===== src/rtl/ipi_pkg.sv =====
package ipi_pkg;

  typedef enum logic [2:0] {
    DM_FIXED  = 3'b000,
    DM_LOWPRI = 3'b001,
    DM_SMI    = 3'b010,
    DM_RSV3   = 3'b011,
    DM_NMI    = 3'b100,
    DM_INIT   = 3'b101,
    DM_START  = 3'b110,
    DM_RSV7   = 3'b111
  } dmode_e;

  typedef enum logic [1:0] {
    SH_NONE   = 2'b00,
    SH_SELF   = 2'b01,
    SH_ALL    = 2'b10,
    SH_OTHERS = 2'b11
  } short_e;

  typedef struct packed {
    logic       trigger;
    logic       level;
    short_e     sh;
    logic       logical;
    dmode_e     mode;
    logic [7:0] vector;
  } cmd_t;

  localparam int STATUS_BIT = 12;

  function automatic cmd_t unpack_lo(input logic [31:0] w);
    cmd_t c;
    c.vector  = w[7:0];
    c.mode    = dmode_e'(w[10:8]);
    c.logical = w[11];
    c.level   = w[14];
    c.trigger = w[15];
    c.sh      = short_e'(w[19:18]);
    return c;
  endfunction

  function automatic logic [31:0] pack_lo(input cmd_t c, input logic pend);
    logic [31:0] w;
    w          = '0;
    w[7:0]     = c.vector;
    w[10:8]    = c.mode;
    w[11]      = c.logical;
    w[STATUS_BIT] = pend;
    w[14]      = c.level;
    w[15]      = c.trigger;
    w[19:18]   = c.sh;
    return w;
  endfunction

  function automatic logic is_reserved(input dmode_e m);
    return (m == DM_RSV3) || (m == DM_RSV7);
  endfunction

endpackage


===== src/rtl/ipi_regs.sv =====
module ipi_regs
  import ipi_pkg::*;
#(
  parameter int DATA_W = 32,
  parameter int DEST_W = 8
) (
  input  logic              clk,
  input  logic              rst,
  input  logic              we,
  input  logic              re,
  input  logic              addr_hi,
  input  logic [DATA_W-1:0] wdata,
  input  logic              accept_lo,
  input  logic              pending,
  output cmd_t              cmd_q,
  output logic [DEST_W-1:0] dest_q,
  output logic [DATA_W-1:0] rdata
);

  localparam int DEST_LSB = DATA_W - DEST_W;

  always_ff @(posedge clk) begin
    if (rst) begin
      cmd_q  <= '0;
      dest_q <= '0;
      rdata  <= '0;
    end else begin
      if (accept_lo)
        cmd_q <= unpack_lo(wdata);
      if (we && addr_hi)
        dest_q <= wdata[DATA_W-1:DEST_LSB];
      if (re) begin
        if (addr_hi)
          rdata <= {dest_q, {DEST_LSB{1'b0}}};
        else
          rdata <= pack_lo(cmd_q, pending);
      end
    end
  end

  AST_DEST_HOLD: assert property (@(posedge clk) disable iff (rst)
    !(we && addr_hi) |=> $stable(dest_q));

  AST_LO_HOLD: assert property (@(posedge clk) disable iff (rst)
    !accept_lo |=> $stable(cmd_q));

endmodule


===== src/rtl/ipi_dest_decode.sv =====
module ipi_dest_decode
  import ipi_pkg::*;
#(
  parameter int NPROC  = 4,
  parameter int DEST_W = 8
) (
  input  short_e            sh,
  input  logic              logical,
  input  logic [DEST_W-1:0] dest,
  input  logic [DEST_W-1:0] self_id,
  output logic [NPROC-1:0]  mask
);

  logic [NPROC-1:0] self_oh;
  logic [NPROC-1:0] field_mask;

  for (genvar i = 0; i < NPROC; i++) begin : g_bit
    assign self_oh[i] = (self_id == DEST_W'(i));
    if (i < DEST_W) begin : g_log
      assign field_mask[i] = logical ? dest[i] : (dest == DEST_W'(i));
    end else begin : g_phys
      assign field_mask[i] = !logical && (dest == DEST_W'(i));
    end
  end

  always_comb begin
    unique case (sh)
      SH_NONE:   mask = field_mask;
      SH_SELF:   mask = self_oh;
      SH_ALL:    mask = '1;
      SH_OTHERS: mask = ~self_oh;
      default:   mask = '0;
    endcase
  end

endmodule


===== src/rtl/ipi_launch.sv =====
module ipi_launch
  import ipi_pkg::*;
#(
  parameter int NPROC = 4
) (
  input  logic             clk,
  input  logic             rst,
  input  logic             wr_lo,
  input  cmd_t             cmd_in,
  input  logic [NPROC-1:0] mask_in,
  input  logic             ack,
  output logic             accept,
  output logic             req,
  output logic             err,
  output cmd_t             msg_cmd,
  output logic [NPROC-1:0] msg_mask
);

  logic rsv;
  assign rsv    = is_reserved(cmd_in.mode);
  assign accept = wr_lo && !req;

  always_ff @(posedge clk) begin
    if (rst) begin
      req      <= 1'b0;
      err      <= 1'b0;
      msg_cmd  <= '0;
      msg_mask <= '0;
    end else begin
      if (accept && !rsv) begin
        req      <= 1'b1;
        msg_cmd  <= cmd_in;
        msg_mask <= mask_in;
      end else if (req && ack) begin
        req <= 1'b0;
      end
      if ((wr_lo && req) || (accept && rsv))
        err <= 1'b1;
    end
  end

  AST_REQ_HOLD: assert property (@(posedge clk) disable iff (rst)
    req && !ack |=> req && $stable(msg_mask) && $stable(msg_cmd));

  AST_ACK_CLEAR: assert property (@(posedge clk) disable iff (rst)
    req && ack |=> !req);

  AST_BUSY_ERR: assert property (@(posedge clk) disable iff (rst)
    wr_lo && req |=> err && $stable(msg_cmd));

  AST_NO_RSV_SENT: assert property (@(posedge clk) disable iff (rst)
    req |-> !is_reserved(msg_cmd.mode));

  AST_RSV_NO_LAUNCH: assert property (@(posedge clk) disable iff (rst)
    wr_lo && !req && rsv |=> !req && err);

  AST_ERR_STICKY: assert property (@(posedge clk) disable iff (rst)
    err |=> err);

endmodule


===== src/rtl/ipi_cmd_unit.sv =====
module ipi_cmd_unit
  import ipi_pkg::*;
#(
  parameter int NPROC  = 4,
  parameter int DATA_W = 32,
  parameter int DEST_W = 8
) (
  input  logic              clk,
  input  logic              rst,
  input  logic [DEST_W-1:0] local_id,
  input  logic              bus_we,
  input  logic              bus_re,
  input  logic              bus_addr_hi,
  input  logic [DATA_W-1:0] bus_wdata,
  output logic [DATA_W-1:0] bus_rdata,
  output logic              msg_req,
  input  logic              msg_ack,
  output logic [NPROC-1:0]  msg_targets,
  output logic [7:0]        msg_vector,
  output logic [2:0]        msg_mode,
  output logic              msg_logical,
  output logic              msg_level,
  output logic              msg_trigger,
  output logic              err_flag
);

  logic              wr_lo;
  logic              accept;
  cmd_t              cmd_new;
  cmd_t              cmd_q;
  cmd_t              msg_cmd;
  logic [DEST_W-1:0] dest_q;
  logic [NPROC-1:0]  mask_new;

  assign wr_lo   = bus_we && !bus_addr_hi;
  assign cmd_new = unpack_lo(bus_wdata);

  ipi_regs #(.DATA_W(DATA_W), .DEST_W(DEST_W)) i_regs (
    .clk       (clk),
    .rst       (rst),
    .we        (bus_we),
    .re        (bus_re),
    .addr_hi   (bus_addr_hi),
    .wdata     (bus_wdata),
    .accept_lo (accept),
    .pending   (msg_req),
    .cmd_q     (cmd_q),
    .dest_q    (dest_q),
    .rdata     (bus_rdata)
  );

  ipi_dest_decode #(.NPROC(NPROC), .DEST_W(DEST_W)) i_decode (
    .sh      (cmd_new.sh),
    .logical (cmd_new.logical),
    .dest    (dest_q),
    .self_id (local_id),
    .mask    (mask_new)
  );

  ipi_launch #(.NPROC(NPROC)) i_launch (
    .clk      (clk),
    .rst      (rst),
    .wr_lo    (wr_lo),
    .cmd_in   (cmd_new),
    .mask_in  (mask_new),
    .ack      (msg_ack),
    .accept   (accept),
    .req      (msg_req),
    .err      (err_flag),
    .msg_cmd  (msg_cmd),
    .msg_mask (msg_targets)
  );

  assign msg_vector  = msg_cmd.vector;
  assign msg_mode    = msg_cmd.mode;
  assign msg_logical = msg_cmd.logical;
  assign msg_level   = msg_cmd.level;
  assign msg_trigger = msg_cmd.trigger;

  AST_SELF_ONLY: assert property (@(posedge clk) disable iff (rst)
    msg_req && (msg_cmd.sh == SH_SELF) |-> $onehot0(msg_targets));

  AST_ALL_FULL: assert property (@(posedge clk) disable iff (rst)
    msg_req && (msg_cmd.sh == SH_ALL) |-> (msg_targets == '1));

endmodule


===== config.mk =====
export PLATFORM = sky130hd
export DESIGN_NAME = ipi_cmd_unit
export DESIGN_NICKNAME = d
export VERILOG_FILES = /design/src/rtl/ipi_pkg.sv /design/src/rtl/ipi_regs.sv /design/src/rtl/ipi_dest_decode.sv /design/src/rtl/ipi_launch.sv /design/src/rtl/ipi_cmd_unit.sv
export SDC_FILE = /design/constraint.sdc
export NUM_CORES = 1
export LEC_CHECK = 0
export BUFFER_PORTS_ARGS = -buffer_cell sky130_fd_sc_hd__buf_4
export CAP_MARGIN = 20
export CORE_AREA = 2 2 84 86
export CTS_CLUSTER_DIAMETER = 120
export DETAILED_ROUTE_END_ITERATION = 12
export DIE_AREA = 0 0 86 88
export PLACE_DENSITY = 0.85
export RECOVER_POWER = 100
export SLEW_MARGIN = 40
export SYNTH_ARGS = -nofsm -noshare
export SYNTH_HDL_FRONTEND = slang
export SYNTH_HIERARCHICAL = 1
export SYNTH_SLANG_ARGS = --single-unit

===== constraint.sdc =====
create_clock -name clk -period 2.3 [get_ports clk]
set_input_delay 0.345 -clock clk [delete_from_list [all_inputs] [get_ports clk]]
set_output_delay 0.345 -clock clk [all_outputs]
set_load 0.005 [all_outputs]

==> results of run 1 <==
-- flip-flops by register name, indices dropped and copies added (netlist names) --
name / flops
i_launch/req: 1
i_regs/dest_q: 8
i_launch/err: 1
i_launch/msg_mask: 4
i_regs/cmd_q: 16
i_regs/rdata: 25
i_launch/msg_cmd: 14
-- placed cells by master, fill, tap and decap left out, types with 2 or more instances in the layout --
cell type and n:
nand2b_2 15, nor4_1 2, nand2_1 16, nor3b_1 2, inv_6 2, a32oi_1 3, buf_4 37, nor2_1 19
a21oi_1 17, o32ai_2 7, conb_1 7, o211ai_1 3, a21bo_2 8, clkbuf_1 6, o32ai_1 9, or4bb_1 2
mux2i_1 32, nand3_1 16, o31ai_1 3, clkinv_2 2, or4_1 5, inv_1 18, dfxtp_1 69, clkbuf_8 9
nor2b_1 3, nand2b_1 26, clkbuf_2 4, clkbuf_4 39, clkinvlp_4 2, nor3_1 3
-- critical path, stage by stage --
cell and delay [ps]:
clkbuf_2 300, nor2b_1 300, nor2b_1 190, a21boi_0 190
clkbuf_2 500, mux2i_1 260
-- metrics by stage --
stage / area [sq um] / cells / utilization (%) / hold WS [ps]
2_1_floorplan: 3230 / 331 / - / 449
3_3_place_gp: 3730 / 463 / 56.2 / 459
3_5_place_dp: 3730 / 463 / 56.2 / 460
4_1_cts: 3930 / 479 / 59.1 / 246
5_1_grt: 3850 / 479 / 57.9 / 260
6_report: 3850 / 479 / 57.9 / 257
-- how the worst max path moves through the flow --
stage	to	slack, ps	depth (start not counted)
floorplan	i_launch/msg_mask[1]	510	6
detailed placement	i_launch/msg_mask[1]	280	6
global route	i_launch/msg_cmd[6]	270	6
global placement	i_launch/msg_mask[2]	360	6
finish	i_launch/msg_cmd[4]	450	6
CTS	i_launch/msg_mask[1]	630	6
-- layout make-up --
class                   count  area [sq um]  share of cell area, %
clock buffers               9           124                   3.22
clock inverters             7          72.6                   1.89
inverters                  18          67.6                   1.76
multi-input cells         210          1490                   38.7
flip-flops and latches     69          1380                   35.9
well taps                  80           100                   2.60
repair buffers             86           613                   15.9
-- report_power, final --
group,leakage (nW),internal [mW],switching [mW],total [mW]
Sequential,0.561,1.24,0.0280,1.27
Clock,0.0960,0.504,0.479,0.983
Combinational,0.791,0.144,0.146,0.290
Total,1.45,1.88,0.653,2.54
-- routing by layer --
metal	GRT usage, %	routed length (um)	up-vias
met1	21.6	2820	1164
li1	-	-	1242
met3	5.37	377	13
met5	0	0	-
met4	6.49	101	0
met2	33.3	3680	71
==> summary.md, run 1 <==
| Metric | Value |
|---|---|
| HP Start | `bus_wdata[27]` |
| # resized after CTS | `0` |
| Final setup viols | `0` |
| Port Buf Inserts | `82` |
| Deepest clock path buffer count | `2` |
| WS Path Type | `input pin to flop` |
| Post-CTS Hold Fix Bufs | `0` |
| Leakage | `1.45 nW` |
| Outcome | `finished clean` |
| Worst hold path type | `input pin to flop` |
| Worst slack, placed | `280 ps` |
| Post-DP HPWL | `4.87 mm` |
| CTS Buf Count | `9` |
| Design Power | `2.54 mW` |
| R2R Setup Slk | `between 600 and 700 ps` |
| # diodes | `0` |
| Required @ worst endpoint | `2560 ps` |
| Vias per inst | `5.20` |
| Post-synthesis cell count | `325` |
| Crit end category | `flop` |
| Layout cells sized above 1 | `between 30% and 40%` |
| Initial antenna violation count | `0` |
| Grt total ovfl | `0` |
| Post-Route Skew | `around 13 ps` |
| Drt drc | `0` |
| Core area | `6640 sq um` |
| Fmax | `0.541 GHz` |
| CTS clock-pin slew for the worst setup and hold paths | `80 ps` |
| Post-Syn Area | `3210 sq um` |
| Hold Vio Cnt, Final | `0` |
| First-pass detailed-route iteration total | `4` |
| Unrepaired setup endpoints after global routing | `no` |
| # Max-Cap Violations | `0` |
| Slew @ Worst Pin | `1160 ps` |
| Final wirelength | `6.98 mm` |
| Clock Latency Late Sink | `340 ps` |
| DIE AREA | `7570 sq um` |
| Via count | `2490` |
| Hold path endpoint | `i_regs/dest_q[3]` |
| Die width | `86 um` |
| P&R area growth vs syn | `19.8%` |
| Yosys warnings | `6` |
| DIE HEIGHT | `88 um` |
| CP Launch Type | `input pin` |
| Num Clock Sinks | `69` |
| Worst ir drop on vdd | `about 0.40 mV` |
| Slack of the critical path | `452 ps` |
| Antenna Nets Post-Route | `0` |
| First-pass GRT wire length | `roughly 11 mm` |
| Global-route usage over all layers | `between 10% and 20%` |
| Ports | `98` |
| Final setup TNS | `0 ps` |
| Critical Path AT | `2110 ps` |
| CP max FO | `27` |
| Crit share post-route | `80.4%` |
| Period minus WS final | `roughly 1800 ps` |
| Average wire per standard cell | `14.6 um` |
| Layout Nets | `440` |
| Site Rows | `30` |
| Routability cong. | `0.789` |
| Syn Area/Cell | `9.88 sq um` |
| Largest net degree at the start of global routing | `51` |
| Drt first-iter violations | `103` |
| Launch point of the worst path | `bus_addr_hi` |
| Post-CTS setup buffer count | `0` |
| Hold path cells | `3` |
| CTS H-tree lvls | `3` |
| Initial cell density of the core | `48.3%` |
| Cells on worst reg2reg path | `5` |
| Fillers | `a little under 600` |
| Reg-to-reg critical path endpoint | `i_launch/msg_mask[1]` |
| Final Slew Violations | `0` |
| Vias in the first global route | `about 2400` |
| Slew headroom | `22.7%` |
| CTS tree | `yes` |
| Power Density | `about 660 nW/um^2` |
| Worst r2r src | `i_regs/dest_q[2]` |
| Clock root cell | `clkbuf_8` |
Power figures use the tool's default switching activity.
==> run 2, diff against run 1 <==
CORE_AREA = 2 2 87 89   (was 2 2 84 86)
DIE_AREA = 0 0 89 91   (was 0 0 86 88)
PLACE_DENSITY = 0.84   (was 0.85)
clock period = 1.7 ns   (was 2.3 ns; I/O delays follow)
==> run 2 against run 1 <==
Compared with the run above: sequential share of layout area is 0.30 points lower; clock power is 36% higher; non-clock buffer count is 3 higher.
==> summary.md, run 2 (same netlist as run 1, synthesis figures left out) <==
| Metric | Value |
|---|---|
| Number of flip-flops in the largest register | `25 (unchanged)` |
| DIE HEIGHT | `91 um (+3.4%)` |
| Reg-to-reg critical path endpoint | `i_launch/msg_mask[2]` |
| Slack of the critical path | `172 ps (-279 ps)` |
| Vias in the first global route | `2422 (+0.79%)` |
| Worst r2r src | `i_regs/dest_q[2]` |
| Fillers | `684 (+18%)` |
| Die width | `89 um (+3.5%)` |
| Worst slack, placed | `-178 ps (-458 ps)` |
| Hold Vio Cnt, Final | `0 (unchanged)` |
| End of the critical path | `i_launch/msg_mask[2]` |
| Cells on worst reg2reg path | `5 (unchanged)` |
| Crit share post-route | `between 80% and 90%` |
| Layout cells sized above 1 | `30.8% (-0.98 points)` |
| Vias per inst | `5.09 (-2.2%)` |
| Largest Register | `i_regs/rdata` |
| CP max FO | `6 (-78%)` |
| Outcome | `finished clean` |
| Most frequent cells in the layout | `dfxtp_1, buf_4, clkbuf_4` |
| Initial cell density of the core | `45.0% (-3.3 points)` |
| Post-CTS Hold Fix Bufs | `0 (unchanged)` |
| CTS Buf Count | `9 (unchanged)` |
| Switching fraction of total power | `25.8% (+0.094 points)` |
| P&R area growth vs syn | `20.8%` |
| Clock root cell | `clkbuf_8` |
| Worst hold path type | `input pin to flop` |
| Cell repeated most along the worst path | `or4_1` |
| Area occupied by registers | `1380 sq um (unchanged)` |
| Post-Route Skew | `12.4 ps (-0.876 ps)` |
| Grt total ovfl | `0 (unchanged)` |
| Sw power | `0.891 mW (+36%)` |
| Crit end category | `flop` |
| Drt first-iter violations | `83 (-19%)` |
| Antenna Nets Post-Route | `0 (unchanged)` |
| # Max-Cap Violations | `0 (unchanged)` |
| Logic pwr share | `11.5% (about the same)` |
| Initial antenna violation count | `0 (unchanged)` |
| Ports | `98 (unchanged)` |
| Power Density | `889 nW/um^2 (+35%)` |
| Site Rows | `31 (+3.3%)` |
| First-pass GRT wire length | `11.4 mm (+3.2%)` |
| CTS H-tree lvls | `3 (unchanged)` |
| Core area | `7140 sq um (+7.4%)` |
| Required @ worst endpoint | `1980 ps (-580 ps)` |
| First-pass detailed-route iteration total | `4 (unchanged)` |
| Layout Nets | `443 (+0.68%)` |
| Average wire per standard cell | `14.0 um (-3.9%)` |
| Routability cong. | `0.814 (+3.2%)` |
| Slew @ Worst Pin | `871 ps (-288 ps)` |
| CP Launch Type | `input pin` |
| Final core utilization | `54.4% (-3.5 points)` |
| Critical Path Slowest Stage Cell | `or4_1` |
| Post-CTS setup buffer count | `0 (unchanged)` |
| Deepest clock path buffer count | `2 (unchanged)` |
| Final setup viols | `0 (unchanged)` |
| # diodes | `0 (unchanged)` |
| R2R Setup Slk | `200 ps (-460 ps)` |
| Clock Latency Late Sink | `350 ps (about the same)` |
| Launch point of the worst path | `local_id[3]` |
| Register share of total power | `49.7% (about the same)` |
| Clock Power Share | `38.8% (about the same)` |
| Global-route usage over all layers | `18.1% (-0.65 points)` |
| Num Clock Sinks | `69 (unchanged)` |
| Critical Path AT | `1800 ps (-310 ps)` |
| Slew headroom | `41.9% (+19 points)` |
| Leakage | `1.46 nW (+0.70%)` |
| Largest net degree at the start of global routing | `86 (+69%)` |
| Final wirelength | `7.01 mm (+0.47%)` |
| DIE AREA | `8100 sq um (+7.0%)` |
| Fmax | `0.655 GHz` |
| Post-DP HPWL | `4.96 mm (+1.9%)` |
| CTS clock-pin slew for the worst setup and hold paths | `80 ps (about the same)` |
| Pint | `2.56 mW (+36%)` |
| Via count | `2548 (+2.3%)` |
| Period minus WS final | `1530 ps` |
| CTS tree | `yes` |
| Worst ir drop on vdd | `0.378 mV (-5.3%)` |
| Drt drc | `0 (unchanged)` |
| Crit path cell chain | `buf_4 > or4_1 > or4_1 > o211ai_1 > nand2b_1 > mux2i_1` |
| Most common cell after layout, fill and taps aside | `dfxtp_1` |
| Port Buf Inserts | `82 (unchanged)` |
| Unrepaired setup endpoints after global routing | `no` |
| Crit-path max cell delay | `610 ps (+110 ps)` |
| Regs by FF count | `i_regs/rdata: 25 flops, i_regs/cmd_q: 16 flops, i_launch/msg_cmd: 14 flops` |
| Multi-input gate area | `1470 sq um (-1.3%)` |
| WS Path Type | `input pin to flop` |
| Final Slew Violations | `0 (unchanged)` |
## run 2: changes by cell type in the layout (fill, tap and decap cells not counted), sizes merged
cell	before	now
buf	37	40
## run 2: how the worst min path moves through the flow
stage,from,to,slack [ps],cells after the start
floorplan,bus_wdata[3],i_launch/msg_cmd[3],400,2
global placement,i_launch/msg_cmd[1],i_launch/msg_cmd[1],460,2
detailed placement,i_regs/rdata[28],i_regs/rdata[28],460,2
CTS,bus_wdata[0],i_regs/cmd_q[0],160,3
global route,bus_wdata[25],i_regs/dest_q[1],150,3
finish,bus_wdata[7],i_regs/cmd_q[7],160,3
## run 2: per-stage QoR
| stage | std cells | instance area, sq um | setup TNS [ps] | hold WS, ps | power [mW] |
|---|---|---|---|---|---|
| after detailed placement | 485 | 3800 | -623 | 463 | 2.17 |
| after CTS | 501 | 4000 | 0 | 156 | 3.51 |
| final | 501 | 3880 | 0 | 163 | 3.45 |
| after floorplan | 331 | 3230 | 0 | 400 | 2.02 |
| after global placement | 485 | 3800 | -373 | 460 | 2.16 |
| after global routing | 501 | 3880 | 0 | 155 | 3.62 |
## run 2: power groups by stage
stage | registers (mW) | clock network (mW) | logic, mW
4_1_cts | 1.72 | 1.37 | 0.422
3_3_place_gp | 1.75 | 0 | 0.409
3_5_place_dp | 1.75 | 0 | 0.420
5_1_grt | 1.72 | 1.46 | 0.437
2_1_floorplan | 1.74 | 0 | 0.272
6_report | 1.71 | 1.34 | 0.396
## run 2: critical path, delay by kind of cell
family	cells	cell delay, ps
buffers and inverters	1	100
AND/OR/NAND/NOR	3	1200
AO/OA/AOI/OAI	1	110
multiplexers	1	130
## run 2: metal layers
| metal | up-vias | GRT usage, % | part of all wire (%) |
|---|---|---|---|
| met2 | 84 | 30.5 | 52 |
| met5 | - | 0 | 0 |
| met3 | 9 | 5.18 | 5.4 |
| li1 | 1255 | - | - |
| met1 | 1200 | 21.7 | 41 |
| met4 | 0 | 6.34 | 1.3 |
## run 2: final cells by class
class | count | area share (%)
Clock buffer | 9 | 3.19
Clock inverter | 7 | 1.87
Inverter | 18 | 1.74
Multi-Input combinational cell | 210 | 37.9
Sequential cell | 69 | 35.6
Tap cell | 99 | 3.19
Timing Repair Buffer | 89 | 16.5
## run 2: timing repair
item | 4_1_cts | 5_1_grt
resized for setup | 0 | 1
endpoints found under the setup margin | 0 | 3
endpoints found under the hold margin | 0 | 0
==> run 3, diff against run 2 <==
SETUP_SLACK_MARGIN = 0.5   (was unset)
==> run 3 against run 2 <==
Compared with the run above: cell count rose by 1.2%; flip-flop and latch count did not move; critical path depth did not move; clock-buffer cell count rose by 1; sequential power barely moved; wire length rose by 1.0%; first-iteration DRC count rose by 27%.
==> summary.md, run 3 (same netlist as run 1, synthesis figures left out) <==
| Metric | Value |
|---|---|
| Clock Power Share | `36.8% (-2.0 points)` |
| Logic pwr share | `12.4% (+0.9 points)` |
| Design Power | `3.37 mW (-2.2%)` |
| Pint | `2.56 mW (about the same)` |
| Outcome | `finished clean` |
| Vias per inst | `5.03 (-1.1%)` |
| Final setup TNS | `0 ps (unchanged)` |
| Final Slew Violations | `0 (unchanged)` |
| Placed Area | `3830 sq um (+0.62%)` |
| Most common cell after layout, fill and taps aside | `dfxtp_1` |
| First-pass detailed-route iteration total | `4 (unchanged)` |
| Num Clock Sinks | `69 (unchanged)` |
| Power Density | `857 nW/um^2 (-3.6%)` |
| Worst Hold Slack | `171 ps (+7.90 ps)` |
| # diodes | `0 (unchanged)` |
| CP max FO | `6 (unchanged)` |
| Final wirelength | `7.08 mm (+1.0%)` |
| Number of flip-flops in the largest register | `25 (unchanged)` |
| Cells after DPL | `487 (+0.41%)` |
| Clock root cell | `clkbuf_8` |
| Top Family by Delay on Critical Path | `simple AND/OR/NAND/NOR gates` |
| Die width | `89 um (unchanged)` |
| Routability cong. | `0.811 (-0.32%)` |
| Fillers | `663 (-3.1%)` |
| Unrepaired setup endpoints after global routing | `yes` |
| WP buf/inv | `1 (unchanged)` |
| Critical Path Slowest Stage Cell | `or4_1` |
| CTS Buf Count | `9 (unchanged)` |
| Crit end category | `flop` |
| CTS tree | `yes` |
| CTS H-tree lvls | `3 (unchanged)` |
| WS Path Type | `input pin to flop` |
| Slack of the critical path | `220 ps (+47.6 ps)` |
| Core area | `7140 sq um (unchanged)` |
| Critical Path AT | `1740 ps (-60 ps)` |
| Vias in the first global route | `2416 (-0.25%)` |
| Cell repeated most along the worst path | `or4_1` |
| Initial cell density of the core | `45.0% (unchanged)` |
| P&R area growth vs syn | `22.6%` |
| DIE AREA | `8100 sq um (unchanged)` |
| Initial antenna violation count | `0 (unchanged)` |
| Switching fraction of total power | `24.3% (-1.6 points)` |
| Port Buf Inserts | `82 (unchanged)` |
| Required @ worst endpoint | `1960 ps (-20 ps)` |
| Final non-filler cell area | `3940 sq um (+1.5%)` |
| Average wire per standard cell | `14.0 um (-0.20%)` |
| Global-route usage over all layers | `18.3% (+0.15 points)` |
| CTS clock-pin slew for the worst setup and hold paths | `80 ps (about the same)` |
| Post-DP HPWL | `4.92 mm (-0.67%)` |
| DIE HEIGHT | `91 um (unchanged)` |
| Antenna Nets Post-Route | `0 (unchanged)` |
| Final setup viols | `0 (unchanged)` |
| Grt total ovfl | `0 (unchanged)` |
| Hold Vio Cnt, Final | `0 (unchanged)` |
| Period minus WS final | `1480 ps (-47.6 ps)` |
| Largest net degree at the start of global routing | `86 (unchanged)` |
| Largest Register | `i_regs/rdata` |
| Slew headroom | `40.9% (-1.0 points)` |
| Deepest clock path buffer count | `2 (unchanged)` |
| Drt drc | `0 (unchanged)` |
| Fmax | `0.676 GHz (+3.2%)` |
| Sw power | `0.819 mW (-8.1%)` |
| Post-Route Skew | `15.5 ps (+3.11 ps)` |
| Worst slack, placed | `-120 ps (+58.2 ps)` |
| Final core utilization | `55.2% (+0.79 points)` |
| Ports | `98 (unchanged)` |
| # Max-Cap Violations | `0 (unchanged)` |
| Most frequent cells in the layout | `dfxtp_1, buf_4, mux2i_1, clkbuf_4, nand2b_1` |
| Site Rows | `31 (unchanged)` |
| Clock Latency Late Sink | `340 ps (about the same)` |
| Worst ir drop on vdd | `0.586 mV (+55%)` |
| Layout Nets | `450 (+1.6%)` |
| Worst hold path type | `input pin to flop` |
| Slew @ Worst Pin | `887 ps (+15.7 ps)` |
| Drt first-iter violations | `105 (+27%)` |
| Layout cells sized above 1 | `30.9% (+0.037 points)` |
| Leakage | `1.48 nW (+1.8%)` |
| Via count | `2550 (+0.078%)` |
| CP Launch Type | `input pin` |
| Finished Layout Cells | `507 (+1.2%)` |
| First-pass GRT wire length | `11.6 mm (+1.6%)` |
| Crit-path max cell delay | `600 ps (about the same)` |
| Crit path cell chain | `buf_6 > or4_1 > or4_1 > o211ai_1 > nand2b_1 > mux2i_1` |
| Crit share post-route | `87.1% (-2.8 points)` |
| Regs by FF count | `i_regs/rdata: 25 flops, i_regs/cmd_q: 16 flops, i_launch/msg_cmd: 14 flops` |
| Register share of total power | `50.8% (+1.1 points)` |
## run 3: changes by cell type in the layout (fill, tap and decap cells not counted), moves of 2 or more
cell,before,now
buf_4,39,41
buf_6,0,5
clkbuf_1,9,15
clkbuf_4,38,32
inv_6,2,0
## run 3: worst paths after layout
path	startpoint	endpoint	slack (ps)	depth (start not counted)
setup / recovery	local_id[3]	i_launch/msg_mask[1]	220	6
hold / removal	bus_wdata[28]	i_regs/dest_q[4]	170	3
setup reg to reg	i_launch/req	i_regs/cmd_q[12]	310	4
hold reg to reg	i_regs/rdata[12]	i_regs/rdata[12]	470	2
## run 3: power groups by stage
| stage | Sequential (mW) | Clock [mW] | Combinational (mW) |
|---|---|---|---|
| 2_1_floorplan | 1.75 | 0 | 0.277 |
| 3_3_place_gp | 1.75 | 0 | 0.419 |
| 3_5_place_dp | 1.75 | 0 | 0.429 |
| 4_1_cts | 1.72 | 1.26 | 0.442 |
| 5_1_grt | 1.72 | 1.35 | 0.460 |
| 6_report | 1.71 | 1.24 | 0.419 |
## run 3: layer usage
metal,part of all wire [%],wire length (um),vias up,track usage [%]
li1,-,-,1269,-
met1,41,2920,1194,20.8
met2,52,3700,79,32.9
met3,5.7,403,8,5.82
met4,0.90,64,0,3.73
met5,0,0,-,0
## run 3: worst min-delay path: cells and delay by family
kind	cells	cell delay, ps
AO/OA/AOI/OAI	1	50
buffers and inverters	1	110
AND/OR/NAND/NOR	1	50
## run 3: timing repair
item / in CTS / in global routing
hold buffers: 0 / 0
setup endpoints to repair: 25 / 8
pin swaps: 3 / 3
resized for setup: 8 / 7
setup buffers: 4 / 1
## run 3: layout make-up
class	count	area [sq um]	area share, %
flip-flops and latches	69	1380	35.1
repair buffers	96	707	18.0
inverters	18	67.6	1.72
multi-input cells	210	1480	37.5
clock inverters	5	52.6	1.34
well taps	99	124	3.15
clock buffers	10	128	3.24
